--- config.mk ---
export PLATFORM = sky130hd
export DESIGN_NAME = entropySampler
export DESIGN_NICKNAME = d
export VERILOG_FILES = /design/src/rtl/entropy_pkg.sv /design/src/rtl/entropyCtrl.sv /design/src/rtl/entropyPath.sv /design/src/rtl/entropySampler.sv
export SDC_FILE = /design/constraint.sdc
export NUM_CORES = 1
export LEC_CHECK = 0
export ABC_CLOCK_PERIOD_IN_PS = 2500
export BUFFER_PORTS_ARGS = -buffer_cell sky130_fd_sc_hd__buf_4
export CORE_ASPECT_RATIO = 1.2
export CORE_MARGIN = 2
export CORE_UTILIZATION = 30
export DETAILED_ROUTE_END_ITERATION = 7
export PLACE_DENSITY = 0.55
export SYNTH_ARGS = -nofsm -noshare
export SYNTH_HDL_FRONTEND = slang
export SYNTH_HIERARCHICAL = 1
export SYNTH_SLANG_ARGS = --single-unit
--- constraint.sdc ---
create_clock -name clk -period 2.5 [get_ports clk]
set_clock_uncertainty 0.05 [all_clocks]
set_input_delay 0.25 -clock clk [delete_from_list [all_inputs] [get_ports clk]]
set_output_delay 0.25 -clock clk [all_outputs]
set_load 0.03 [all_outputs]
--- src/rtl/entropy_pkg.sv ---
package entropy_pkg;
  // Strobes issued by the control path to the datapath
  typedef struct packed {
    logic capture;  // register raw oscillator bits this edge
    logic update;   // compare/run-count stage, one cycle after capture
    logic publish;  // update stage that also drives the output
    logic debias;   // format latched at the last wrap
  } sampStrobe_t;
endpackage

--- src/rtl/entropyCtrl.sv ---
module entropyCtrl
  import entropy_pkg::*;
#(
  parameter int SLOW_DIV = 5000000,
  parameter int FAST_DIV = 16,
  parameter int WARMUP   = 4
) (
  input  logic        clk,
  input  logic        rstN,
  input  logic        charMode,
  input  logic        debiasEn,
  output sampStrobe_t strb
);
  localparam int MAX_DIV = (SLOW_DIV > FAST_DIV) ? SLOW_DIV : FAST_DIV;
  localparam int CNT_W   = $clog2(MAX_DIV + 1);
  localparam int WARM_W  = $clog2(WARMUP + 2);

  logic [CNT_W-1:0]  divCnt;
  logic [CNT_W-1:0]  divLast;
  logic              fastMode;
  logic              debLatch;
  logic              capDone;
  logic [WARM_W-1:0] warmCnt;
  logic              wrap;
  logic              warmDone;

  assign divLast  = fastMode ? CNT_W'(FAST_DIV - 1) : CNT_W'(SLOW_DIV - 1);
  assign wrap     = (divCnt == divLast);
  assign warmDone = (warmCnt == WARM_W'(WARMUP));

  always_ff @(posedge clk or negedge rstN) begin
    if (!rstN) begin
      divCnt   <= '0;
      fastMode <= 1'b0;
      debLatch <= 1'b0;
      capDone  <= 1'b0;
    end else begin
      capDone <= wrap;
      if (wrap) begin
        divCnt   <= '0;
        fastMode <= charMode;
        debLatch <= debiasEn;
      end else begin
        divCnt <= divCnt + CNT_W'(1);
      end
    end
  end

  always_ff @(posedge clk or negedge rstN) begin
    if (!rstN) begin
      warmCnt <= '0;
    end else if (capDone && !warmDone) begin
      warmCnt <= warmCnt + WARM_W'(1);
    end
  end

  always_comb begin
    strb.capture = wrap;
    strb.update  = capDone;
    strb.publish = capDone && warmDone;
    strb.debias  = debLatch;
  end
endmodule

--- src/rtl/entropyPath.sv ---
module entropyPath
  import entropy_pkg::*;
#(
  parameter int NUM_PAIRS   = 16,
  parameter int STUCK_LIMIT = 64
) (
  input  logic                   clk,
  input  logic                   rstN,
  input  sampStrobe_t            strb,
  input  logic [NUM_PAIRS-1:0]   oscP,
  input  logic [NUM_PAIRS-1:0]   oscN,
  output logic [2*NUM_PAIRS-1:0] dataOut,
  output logic                   dataValid,
  output logic [2*NUM_PAIRS-1:0] stuckAlarm
);
  localparam int BITS  = 2 * NUM_PAIRS;
  localparam int RUN_W = $clog2(STUCK_LIMIT + 1);

  logic [BITS-1:0] capReg;
  logic [BITS-1:0] prevReg;
  logic [BITS-1:0] folded;

  // Direct capture: metastability here is wanted as extra entropy
  always_ff @(posedge clk or negedge rstN) begin
    if (!rstN) begin
      capReg <= '0;
    end else if (strb.capture) begin
      capReg <= {oscN, oscP};
    end
  end

  assign folded = {{NUM_PAIRS{1'b0}}, capReg[NUM_PAIRS-1:0] ^ capReg[BITS-1:NUM_PAIRS]};

  always_ff @(posedge clk or negedge rstN) begin
    if (!rstN) begin
      prevReg   <= '0;
      dataOut   <= '0;
      dataValid <= 1'b0;
    end else begin
      dataValid <= strb.publish;
      if (strb.update) prevReg <= capReg;
      if (strb.publish) dataOut <= strb.debias ? folded : capReg;
    end
  end

  for (genvar k = 0; k < BITS; k++) begin : g_stuck
    logic [RUN_W-1:0] runCnt;
    always_ff @(posedge clk or negedge rstN) begin
      if (!rstN) begin
        runCnt <= '0;
      end else if (strb.update) begin
        if (capReg[k] != prevReg[k]) runCnt <= '0;
        else if (runCnt != RUN_W'(STUCK_LIMIT)) runCnt <= runCnt + RUN_W'(1);
      end
    end
    assign stuckAlarm[k] = (runCnt == RUN_W'(STUCK_LIMIT));
  end
endmodule

--- src/rtl/entropySampler.sv ---
module entropySampler
  import entropy_pkg::*;
#(
  parameter int NUM_PAIRS   = 16,
  parameter int SLOW_DIV    = 5000000,
  parameter int FAST_DIV    = 16,
  parameter int WARMUP      = 4,
  parameter int STUCK_LIMIT = 64
) (
  input  logic                   clk,
  input  logic                   rstN,
  input  logic [NUM_PAIRS-1:0]   oscP,
  input  logic [NUM_PAIRS-1:0]   oscN,
  input  logic                   charMode,
  input  logic                   debiasEn,
  output logic [2*NUM_PAIRS-1:0] dataOut,
  output logic                   dataValid,
  output logic [2*NUM_PAIRS-1:0] stuckAlarm
);
  sampStrobe_t strb;

  entropyCtrl #(
    .SLOW_DIV(SLOW_DIV),
    .FAST_DIV(FAST_DIV),
    .WARMUP  (WARMUP)
  ) u_ctrl (
    .clk     (clk),
    .rstN    (rstN),
    .charMode(charMode),
    .debiasEn(debiasEn),
    .strb    (strb)
  );

  entropyPath #(
    .NUM_PAIRS  (NUM_PAIRS),
    .STUCK_LIMIT(STUCK_LIMIT)
  ) u_path (
    .clk       (clk),
    .rstN      (rstN),
    .strb      (strb),
    .oscP      (oscP),
    .oscN      (oscN),
    .dataOut   (dataOut),
    .dataValid (dataValid),
    .stuckAlarm(stuckAlarm)
  );
endmodule

== Word-level counts from Yosys, hierarchy flattened ==
Cells that the tools add are included.

* Register bits: 350
* Word-level logic and storage cells: 308
* Output and inout port bits: 65

* Multiplexer cells: 67
* Bitwise logic cells: 1
* Equality and inequality tests: 98
* Add/subtract/negate cells: 34
* Reductions and logical operators: 67

{| class="wikitable"
|+ Operator list
! operator !! count
|-
| $mux 7 || 64
|-
| $add 7x1->7 const B || 32
|-
| $eq 7x7->1 const B || 32
|-
| $ne 7x7->1 const B || 32
|-
| $reduce_and 2->1 || 32
|-
| $reduce_bool 2->1 || 32
|-
| $mux 23 || 2
|-
| $mux 32 || 1
|-
| $ne 1x1->1 || 32
|-
| $add 23x1->23 const B || 1
|-
| $eq 23x23->1 || 1
|-
| $xor 16x16->16 || 1
|-
| $add 3x1->3 const B || 1
|-
| $eq 3x3->1 const B || 1
|-
| $logic_and 1x1->1 || 2
|-
| $logic_not 1->1 || 1
|}

== Longest topological paths before layout ==
Gate-level depths: netlist of run 1.

* Depth in word-level cells: 3
* Gate-level depth with buffers: 9
* Mapped depth without buffers: 6

== Cells and area by module ==
Netlist of run 1, hierarchy kept.

{| class="wikitable"
|+ Modules (own cells, without submodules)
! module !! cells each !! times used !! area an instance (µm²)
|-
| entropyPath || 1,672 || 1 || 17,209.0
|-
| entropyCtrl || 143 || 1 || 1,442.6
|}

== Worst setup path before layout of run 1 ==
No wires, ideal clock.

* Path kind: register -> register
* From: register u_ctrl.divCnt[4]
* To: register u_path.capReg[10]
* Clock period less this slack: 2.560 ns
* Required time: 2.325 ns
* Library setup time: 0.125 ns
* Path slack: -0.060 ns
* Stages on the path, launching flop included: 10
* Arrival time: 2.385 ns
* Cells stage by stage: dfrtp_1 -> clkbuf_1 -> nand2_1 -> or4_1 -> a21oi_2 -> buf_2 -> buf_4 -> clkbuf_1 -> buf_2 -> mux2_2

* Cells in the longest elaborated chain, start to end: 1

{| class="wikitable"
|+ Ends and longest elaborated chain
! what !! RTL line !! RTL
|-
| start: declaration || entropyCtrl.sv:18 || <nowiki>logic [CNT_W-1:0] divCnt;</nowiki>
|-
| start signal: assignment || entropyCtrl.sv:44 || <nowiki>divCnt <= divCnt + CNT_W'(1);</nowiki>
|-
| $eq 23x23->1 || entropyCtrl.sv:28 || <nowiki>assign wrap = (divCnt == divLast);</nowiki>
|-
| named net u_ctrl.wrap || entropyCtrl.sv:24 || <nowiki>logic wrap;</nowiki>
|-
| end signal: assignment || entropyPath.sv:28 || <nowiki>capReg <= {oscN, oscP};</nowiki>
|-
| end: declaration || entropyPath.sv:19 || <nowiki>logic [BITS-1:0] capReg;</nowiki>
|}

The timed path passes the listed nets, and every way through them passes these cells.
A chain may end at the register's enable or synchronous reset.

==> results of run 1 <==
==> cell usage in the layout, fill, tap and decap left out, drive strengths merged, types with 18 or more instances in the layout <==
cell | Yosys | layout
dfrtp | 350 | 350
nor3 | 25 | 25
xnor2 | 26 | 26
nor4 | 38 | 38
nand2 | 155 | 155
inv | 125 | 126
xor2 | 55 | 55
a31oi | 18 | 18
o2bb2ai | 44 | 44
nand2b | 19 | 19
buf | 41 | 128
nor2 | 88 | 88
a22o | 36 | 36
nand3b | 18 | 18
o21ai | 173 | 173
ha | 67 | 67
o31ai | 30 | 30
mux2 | 98 | 98
dlygate4sd3 | 0 | 35
mux2i | 44 | 44
a21oi | 28 | 28
clkbuf | 20 | 61
and3 | 72 | 72
nand3 | 130 | 130
nand4 | 23 | 23
==> power breakdown <==
group          switching, mW  total [mW]  internal, mW
Combinational          0.139       0.228        0.0888
Clock                   2.42        6.35          3.93
Sequential                 0        5.67          5.67
==> per-stage QoR <==
stage / hold slack (ns) / power (mW) / utilization / instance area [µm²]
2_1_floorplan: -0.0956 / 5.77 / - / 18700
3_3_place_gp: 0.142 / 5.97 / 0.331 / 20500
3_5_place_dp: 0.139 / 5.97 / 0.331 / 20500
4_1_cts: 0.149 / 12.5 / 0.360 / 22300
5_1_grt: 0.173 / 12.7 / 0.360 / 22300
6_report: 0.157 / 12.2 / 0.360 / 22300
==> cell families after synthesis <==
family | after synthesis
fa+ha+maj | 67
flops | 350
buf+inv | 186
compound gates | 389
mux | 142
xor+xnor | 81
simple gates | 600
==> final timing paths <==
| kind | to | slack [ns] | depth (start not counted) |
|---|---|---|---|
| worst max-delay path | u_path/capReg[10] | 0.25 | 5 |
| worst min-delay path | u_path/g_stuck[4].runCnt[6] | 0.16 | 2 |
| worst max register to register | u_path/capReg[10] | 0.25 | 5 |
| worst min register to register | u_ctrl/divCnt[21] | 0.45 | 1 |
| max in group asynchronous | u_path/g_stuck[17].runCnt[0] | 1.47 | 3 |
| min in group clk | u_ctrl/debLatch | 0.40 | 3 |
==> layer usage <==
layer  global-route usage  wire length [µm]  up-vias
li1                     -                 -     6829
met1                0.170             19300     6869
met2                0.222             19900      231
met3               0.0214              1510       71
met4               0.0477              1210        2
met5                    0                11        -
==> timing repair <==
item                       CTS  global route
hold buffers                35             0
hold endpoints to repair   336             0
setup endpoints to repair    0             0
==> layout make-up <==
class / count / area, µm² / area share
antenna: 1 / 2.50 / 0.000112
clock buffer: 61 / 1190 / 0.0535
clock inverter: 15 / 254 / 0.0114
inverter: 125 / 474 / 0.0213
multi-input combinational: 1279 / 9130 / 0.410
sequential: 350 / 8760 / 0.393
tap: 816 / 1020 / 0.0458
timing repair buffer: 163 / 1440 / 0.0648
==> state kept, by name, indices dropped and copies added, names as in the netlist <==
name	count
u_path/g_stuck.runCnt	224
u_path/prevReg	32
u_path/dataOut	32
u_ctrl/debLatch	1
u_path/capReg	32
u_path/dataValid	1
u_ctrl/capDone	1
u_ctrl/warmCnt	3
u_ctrl/fastMode	1
u_ctrl/divCnt	23
==> flow_metrics.env, run 1 <==
export IMPL_ant_nets=0
export IMPL_yosys_area_share_simple=0.172
export IMPL_cts_tree="yes"
export IMPL_final_nets=2063
export IMPL_post_dp_hpwl_mm=29.0
export IMPL_io_buffers=100
export IMPL_synthArstFlopShare=1.00
export IMPL_cp_required_ns=2.89
export IMPL_num_fill_cells=6133
export IMPL_initial_utilization=0.302
export IMPL_yosys_warnings=6
export IMPL_hold_class="input port to async pin"
export IMPL_grt_pass1_vias=13800
export IMPL_ys_seq_area_frac=0.470
export IMPL_cp_top_family="simple AND/OR/NAND/NOR gates"
export IMPL_muxShareOfSynthArea=0.0828
export IMPL_ctsResizeCount=0
export IMPL_leakage_nw=10.3
export IMPL_setup_violations_final=0
export IMPL_yosys_top_cells_count="350 x dfrtp_1, 161 x o21ai_0, 155 x nand2_1"
export IMPL_ys_seq_elements=350
export IMPL_arrival_ns=2.64
export IMPL_fin_ws_ns=0.254
export IMPL_synth_area_leaders="dfrtp_1 47%, mux2_2 5.8%, ha_1 4.5%"
export IMPL_yosysTopAreaCell="dfrtp_1"
export IMPL_outcome="finished, final reports clean"
export IMPL_relSlewSlack=0.487
export IMPL_postCtsSetupBuffers=0
export IMPL_die_x_um=232
export IMPL_syn_inst=1815
export IMPL_antenna_found_initial=1
export IMPL_coreArea_um2=61800
export IMPL_row_count=100
export IMPL_grt_pass1_wl_mm=70.5
export IMPL_syn_avg_cell_area_um2=10.3
export IMPL_wirelength_mm=41.9
export IMPL_crit_type="flop to flop"
export IMPL_drc=0
export IMPL_slowest_stage="or4_1"
export IMPL_globalplace_congestion=0.824
export IMPL_maxSlewViolCount=0
export IMPL_synth_fa_ha_area_frac=0.0449
export IMPL_period_minus_slack_ns=2.25
export IMPL_grt_max_degree=83
export IMPL_worst_path_max_fanout=17
export IMPL_synth_most_common_cell="dfrtp_1"
export IMPL_drv_cap=0
export IMPL_power_density_nw_per_um2=550
export IMPL_syn_nets=1918
export IMPL_synth_edf_count=0
export IMPL_startpoint_type="flop"
export IMPL_reg2reg_from="u_ctrl/divCnt[8]"
export IMPL_synth_compound_area_share=0.147
export IMPL_vias_per_cell=4.98
export IMPL_rsz0062_at_grt="false"
export IMPL_grt_ovfl_total=0
export IMPL_clock_latency_ns=0.57
export IMPL_syn2layout_area_growth_pct=19.5
export IMPL_synth_area_um2=18700
export IMPL_synth_ff_type="dfrtp_1"
export IMPL_place_inst=2698
export IMPL_crit_buf_inv=1
export IMPL_cts_sinks=350
export IMPL_end_kind="flop"
export IMPL_grt_usage=0.132
export IMPL_synthDominantCellAreaShare=0.470
export IMPL_path_cells="nand2_1 -> or4_1 -> a21oi_4 -> buf_4 -> mux2_2"
export IMPL_die_height_um=277
export IMPL_cts_buffers=41
export IMPL_finalHoldViolations=0
export IMPL_worst_slew_pin_slew_ns=0.770
export IMPL_worstSetupStartpoint="u_ctrl/divCnt[8]"
export IMPL_synth_top_family_by_area="simple AND/OR/NAND/NOR gates"
export IMPL_vias=14000
export IMPL_clock_path_buffers=3
export IMPL_clk_pin_slew_worst_paths_ns=0.06
export IMPL_ys_types=61
export IMPL_max_freq_mhz=445
export IMPL_synth_xor_area_frac=0.0421
export IMPL_max_stage_delay_ns=0.59
export IMPL_place_ws_ns=0.286
export IMPL_fin_crit_sh=0.898
export IMPL_ir_drop_mv=0.394
export IMPL_layout_cells_non_filler=2810
export IMPL_io_pins=101
export IMPL_drive_gt1_frac=0.184
export IMPL_setup_tns_ns=0
export IMPL_ctsHtreeMaxLevel=2
export IMPL_firstDrtPassIters=5
export IMPL_cts_root_buf="clkbuf_16"
export IMPL_wl_per_cell_um=14.9
export IMPL_first_iter_violations=815
export IMPL_dieArea_um2=64200
Power figures use the tool's default switching activity.
==> run 2, diff against run 1 <==
- CELL_PAD_IN_SITES_DETAIL_PLACEMENT: default -> 2
- CELL_PAD_IN_SITES_GLOBAL_PLACEMENT: default -> 2
- CORE_ASPECT_RATIO: 1.2 -> 1.5
- CORE_UTILIZATION: 30 -> 37
- PLACE_DENSITY: 0.55 -> 0.85
==> run 2 against run 1 <==
Against the previous run:
- register-to-register slack lost 0.11 ns
- sequential share of layout area rose by 0.59 points
- wire length rose by 36%
- global-route usage is 8.9 points higher
- flip-flop and latch count is the same
- first-iteration DRC count down 36%
- die area decreased by 19%
- final area fell by 1.5%
- combinational power grew 5%
- total power decreased by 2.5%
- critical endpoint is now u_path/capReg[18]
==> flow_metrics.env, run 2 (synthesized netlist as in run 1, its figures left out) <==
export IMPL_outcome="finished, final reports clean"
export IMPL_initial_utilization=0.375
export IMPL_maxSlewViolCount=0
export IMPL_layout_cells_most_common_list="349 x dfrtp_1, 161 x o21ai_0, 155 x nand2_1"
export IMPL_worstSetupStartpoint="u_ctrl/divCnt[6]"
export IMPL_ctsResizeCount=0
export IMPL_largest_register="u_path/g_stuck.runCnt"
export IMPL_place_area_um2=20300
export IMPL_hold_buffers=35
export IMPL_place_inst=2541
export IMPL_cts_sinks=350
export IMPL_period_minus_slack_ns=2.35
export IMPL_setup_tns_ns=0
export IMPL_globalplace_congestion=0.808
export IMPL_startpoint_type="flop"
export IMPL_stdcell_area_um2=21900
export IMPL_firstDrtPassIters=4
export IMPL_drv_cap=0
export IMPL_end_kind="flop"
export IMPL_post_dp_hpwl_mm=38.0
export IMPL_drc=0
export IMPL_cp_top_family="simple AND/OR/NAND/NOR gates"
export IMPL_place_ws_ns=0.176
export IMPL_coreArea_um2=49700
export IMPL_fin_crit_sh=0.941
export IMPL_drive_gt1_frac=0.181
export IMPL_power_density_nw_per_um2=544
export IMPL_postCtsSetupBuffers=0
export IMPL_arrival_ns=2.71
export IMPL_clock_path_buffers=3
export IMPL_hold_worst_slack_ns=0.230
export IMPL_ctsHtreeMaxLevel=2
export IMPL_crit_end="u_path/capReg[18]"
export IMPL_finalHoldViolations=0
export IMPL_cp_required_ns=2.86
export IMPL_r2r_end="u_path/capReg[18]"
export IMPL_cts_tree="yes"
export IMPL_rsz0062_at_grt="false"
export IMPL_antenna_found_initial=0
export IMPL_cts_root_buf="clkbuf_16"
export IMPL_clock_latency_ns=0.53
export IMPL_relSlewSlack=0.355
export IMPL_grt_max_degree=99
export IMPL_grt_usage=0.221
export IMPL_path_cells="nor4_1 -> nand4_1 -> a21oi_4 -> buf_4 -> mux2_2"
export IMPL_die_height_um=279
export IMPL_dieArea_um2=52300
export IMPL_max_stage_delay_ns=0.50
export IMPL_cts_buffers=38
export IMPL_final_common_cell="dfrtp_1"
export IMPL_crit_type="flop to flop"
export IMPL_first_iter_violations=525
export IMPL_vias_per_cell=5.59
export IMPL_worst_path_max_fanout=15
export IMPL_slowest_stage="nor4_1"
export IMPL_ant_nets=0
export IMPL_r2r_setup_slack_ns=0.15
export IMPL_reg2regPathDepth=5
export IMPL_fin_ws_ns=0.147
export IMPL_io_pins=101
export IMPL_layout_cells_non_filler=2645
export IMPL_setup_violations_final=0
export IMPL_crit_buf_inv=1
export IMPL_reg2reg_from="u_ctrl/divCnt[6]"
export IMPL_largest_register_ffs=224
export IMPL_grt_pass1_vias=17300
export IMPL_io_buffers=100
export IMPL_wirelength_mm=57.2
export IMPL_grt_pass1_wl_mm=94.6
export IMPL_wl_per_cell_um=21.6
export IMPL_vias=14800
export IMPL_grt_ovfl_total=0
export IMPL_final_nets=2056
export IMPL_syn2layout_area_growth_pct=17.7
export IMPL_leakage_nw=10.3
export IMPL_die_x_um=187
export IMPL_max_freq_mhz=425
export IMPL_ir_drop_mv=0.460
export IMPL_crit_cells=5
export IMPL_row_count=100
export IMPL_antennaDiodeCount=0
export IMPL_hold_class="input port to async pin"
export IMPL_worst_slew_pin_slew_ns=0.967
export IMPL_clk_pin_slew_worst_paths_ns=0.07
==> run 2: cell types whose count changed in the layout (fill, tap and decap cells not counted), sizes merged <==
| cell | change |
|---|---|
| buf | -4 |
| bufinv | -2 |
| clkbuf | -3 |
| clkinvlp | -1 |
| diode | -1 |
| inv | -1 |
==> run 2: cell type report <==
cell class                 count  area, µm²
inverter                     125        474
timing repair buffer         159       1430
clock buffer                  58       1170
clock inverter                11        155
fill                        5143      27700
multi-input combinational   1279       9130
sequential                   350       8760
tap                          663        830
==> run 2: worst min path at each step <==
stage / startpoint / end / slack, ns / cells after the start
finish: rstN / u_path/g_stuck[14].runCnt[1] / 0.23 / 2
CTS: rstN / u_path/g_stuck[14].runCnt[1] / 0.25 / 2
global placement: rstN / u_path/g_stuck[26].runCnt[4] / 0.22 / 1
floorplan: rstN / u_ctrl/capDone / -0.1 / 0
global route: rstN / u_path/g_stuck[14].runCnt[1] / 0.28 / 2
detailed placement: rstN / u_path/g_stuck[14].runCnt[1] / 0.22 / 1
==> run 2: per-layer routing <==
metal  GRT usage  share of wire  up-vias
li1            -              -     6779
met1       0.239           0.38     7681
met2       0.444           0.57      223
met3      0.0256          0.025      107
met4      0.0655          0.027        0
met5           0              0        -
==> run 2: metrics by stage <==
stage / utilization / power [mW]
after floorplan: - / 5.77
after global placement: 0.408 / 5.97
after detailed placement: 0.408 / 5.97
after CTS: 0.442 / 12.1
after global routing: 0.442 / 12.3
final: 0.442 / 11.9
==> run 2: where the power goes <==
| group | leakage (nW) | switching [mW] | total [mW] | internal (mW) |
|---|---|---|---|---|
| Combinational | 4.74 | 0.150 | 0.239 | 0.0900 |
| Sequential | 4.88 | 0 | 5.66 | 5.66 |
| Clock | 0.657 | 2.40 | 6.04 | 3.64 |
| Total | 10.3 | 2.54 | 11.9 | 9.40 |
==> run 3, diff against run 2 <==
- BUFFER_PORTS_ARGS: -buffer_cell sky130_fd_sc_hd__buf_4 -> -buffer_cell sky130_fd_sc_hd__buf_2
==> run 3 against run 2 <==
Against the previous run:
- fmax decreased by 3.9%
- first-iteration DRC count increased by 15%
- sequential power about the same
- utilization decreased by 0.54 points
- combinational power shrank 8%
- flip-flop and latch count is the same
- cell count grew 0.19%
- highest routed layer unchanged
==> flow_metrics.env, run 3 (synthesized netlist as in run 1, its figures left out) <==
export IMPL_firstDrtPassIters=7
export IMPL_ant_nets=0
export IMPL_globalplace_congestion=0.823
export IMPL_outcome="finished, final reports clean"
export IMPL_multiInputGateArea_um2=9130
export IMPL_cts_tree="yes"
export IMPL_ctsHtreeMaxLevel=2
export IMPL_setup_violations_final=0
export IMPL_grt_usage=0.222
export IMPL_initial_utilization=0.375
export IMPL_row_count=100
export IMPL_antennaDiodeCount=0
export IMPL_io_buffers=100
export IMPL_layout_cells_non_filler=2650
export IMPL_largest_register_ffs=224
export IMPL_post_dp_hpwl_mm=38.5
export IMPL_cts_buffers=39
export IMPL_clock_latency_ns=0.55
export IMPL_cp_top_family="simple AND/OR/NAND/NOR gates"
export IMPL_path_cells="nor4_1 -> nand4_1 -> a21oi_4 -> buf_4 -> mux2_2"
export IMPL_end_kind="flop"
export IMPL_dieArea_um2=52300
export IMPL_r2r_end="u_path/capReg[5]"
export IMPL_grt_ovfl_total=0
export IMPL_cts_sinks=350
export IMPL_wl_per_cell_um=21.6
export IMPL_ir_drop_mv=0.492
export IMPL_slowest_stage="nor4_1"
export IMPL_grt_pass1_vias=17100
export IMPL_die_x_um=187
export IMPL_setup_tns_ns=0
export IMPL_relSlewSlack=0.440
export IMPL_vias_per_cell=5.59
export IMPL_r2r_setup_slack_ns=0.05
export IMPL_rsz0062_at_grt="false"
export IMPL_place_inst=2544
export IMPL_maxSlewViolCount=0
export IMPL_arrival_ns=2.82
export IMPL_post_route_util=0.437
export IMPL_clock_path_buffers=3
export IMPL_final_nets=2060
export IMPL_power_density_nw_per_um2=548
export IMPL_cts_root_buf="clkbuf_16"
export IMPL_max_freq_mhz=409
export IMPL_first_iter_violations=602
export IMPL_grt_max_degree=79
export IMPL_grt_pass1_wl_mm=93.8
export IMPL_fin_crit_sh=0.979
export IMPL_crit_type="flop to flop"
export IMPL_worst_slew_pin_slew_ns=0.840
export IMPL_layout_cells_most_common_list="349 x dfrtp_1, 161 x o21ai_0, 155 x nand2_1"
export IMPL_reg2reg_from="u_ctrl/divCnt[6]"
export IMPL_coreArea_um2=49700
export IMPL_syn2layout_area_growth_pct=16.3
export IMPL_largest_register="u_path/g_stuck.runCnt"
export IMPL_startpoint_type="flop"
export IMPL_vias=14800
export IMPL_final_common_cell="dfrtp_1"
export IMPL_io_pins=101
export IMPL_p_total_mw=11.9
export IMPL_clk_pin_slew_worst_paths_ns=0.07
export IMPL_period_minus_slack_ns=2.45
export IMPL_worst_path_max_fanout=19
export IMPL_max_stage_delay_ns=0.54
export IMPL_regArea_um2=8760
export IMPL_cp_required_ns=2.87
export IMPL_drive_gt1_frac=0.182
export IMPL_drc=0
export IMPL_crit_buf_inv=1
export IMPL_wirelength_mm=57.2
export IMPL_num_fill_cells=5176
export IMPL_hold_class="input port to async pin"
export IMPL_reg2regPathDepth=5
export IMPL_antenna_found_initial=0
export IMPL_die_height_um=279
export IMPL_leakage_nw=10.2
export IMPL_finalHoldViolations=0
export IMPL_drv_cap=0
[run 3: changes by cell type in the layout (fill, tap and decap cells not counted), sizes merged]
| cell | delta |
|---|---|
| clkinv | +2 |
| clkinvlp | +3 |
| buf | +3 |
| clkbuf | -4 |
| inv | +1 |
[run 3: timing repair]
action / 4_1_cts / 5_1_grt
buffers inserted: 0 / 0
resized for setup: 0 / 0
hold buffers: 35 / 0
endpoints found under the hold margin: 101 / 0
[run 3: metal layers]
layer	wire, µm	GRT usage	vias to the layer above
li1	-	-	6812
met1	21800	0.240	7689
met2	32000	0.436	205
met3	1400	0.0259	106
met4	2040	0.0838	0
met5	0	0	-
[run 3: how the worst max path moves through the flow]
stage | start | end | slack (ns) | depth (start not counted)
6_report | u_ctrl/divCnt[6] | u_path/capReg[5] | 0.05 | 5
5_1_grt | u_ctrl/divCnt[6] | u_path/capReg[5] | 0.06 | 5
4_1_cts | u_ctrl/divCnt[6] | u_path/capReg[5] | 0.07 | 5
3_5_place_dp | u_ctrl/divCnt[9] | u_path/capReg[20] | 0.27 | 5
3_3_place_gp | u_ctrl/divCnt[18] | u_path/capReg[20] | 0.33 | 5
2_1_floorplan | u_ctrl/divCnt[8] | u_path/capReg[10] | 0.005 | 8
[run 3: layout make-up]
type,count,share of cell area
Inverter,125,0.0219
Sequential cell,350,0.404
Timing Repair Buffer,162,0.0542
Clock inverter,17,0.00992
Clock buffer,54,0.0504
Tap cell,663,0.0383
Multi-Input combinational cell,1279,0.421
[run 3: through the flow]
step	cell area, µm²	hold slack [ns]	setup WS, ns
final	21700	0.196	0.0527
after global placement	20000	0.173	0.334
after CTS	21700	0.187	0.0728
after detailed placement	20000	0.175	0.269
after global routing	21700	0.226	0.0630
after floorplan	18700	-0.0956	0.00488
[run 3: where the power goes]
part           switching (mW)  total [mW]  internal, mW  leakage (nW)
clock network            2.49        5.99          3.50         0.634
registers                   0        5.66          5.66          4.88
logic                   0.147       0.221        0.0739          4.73
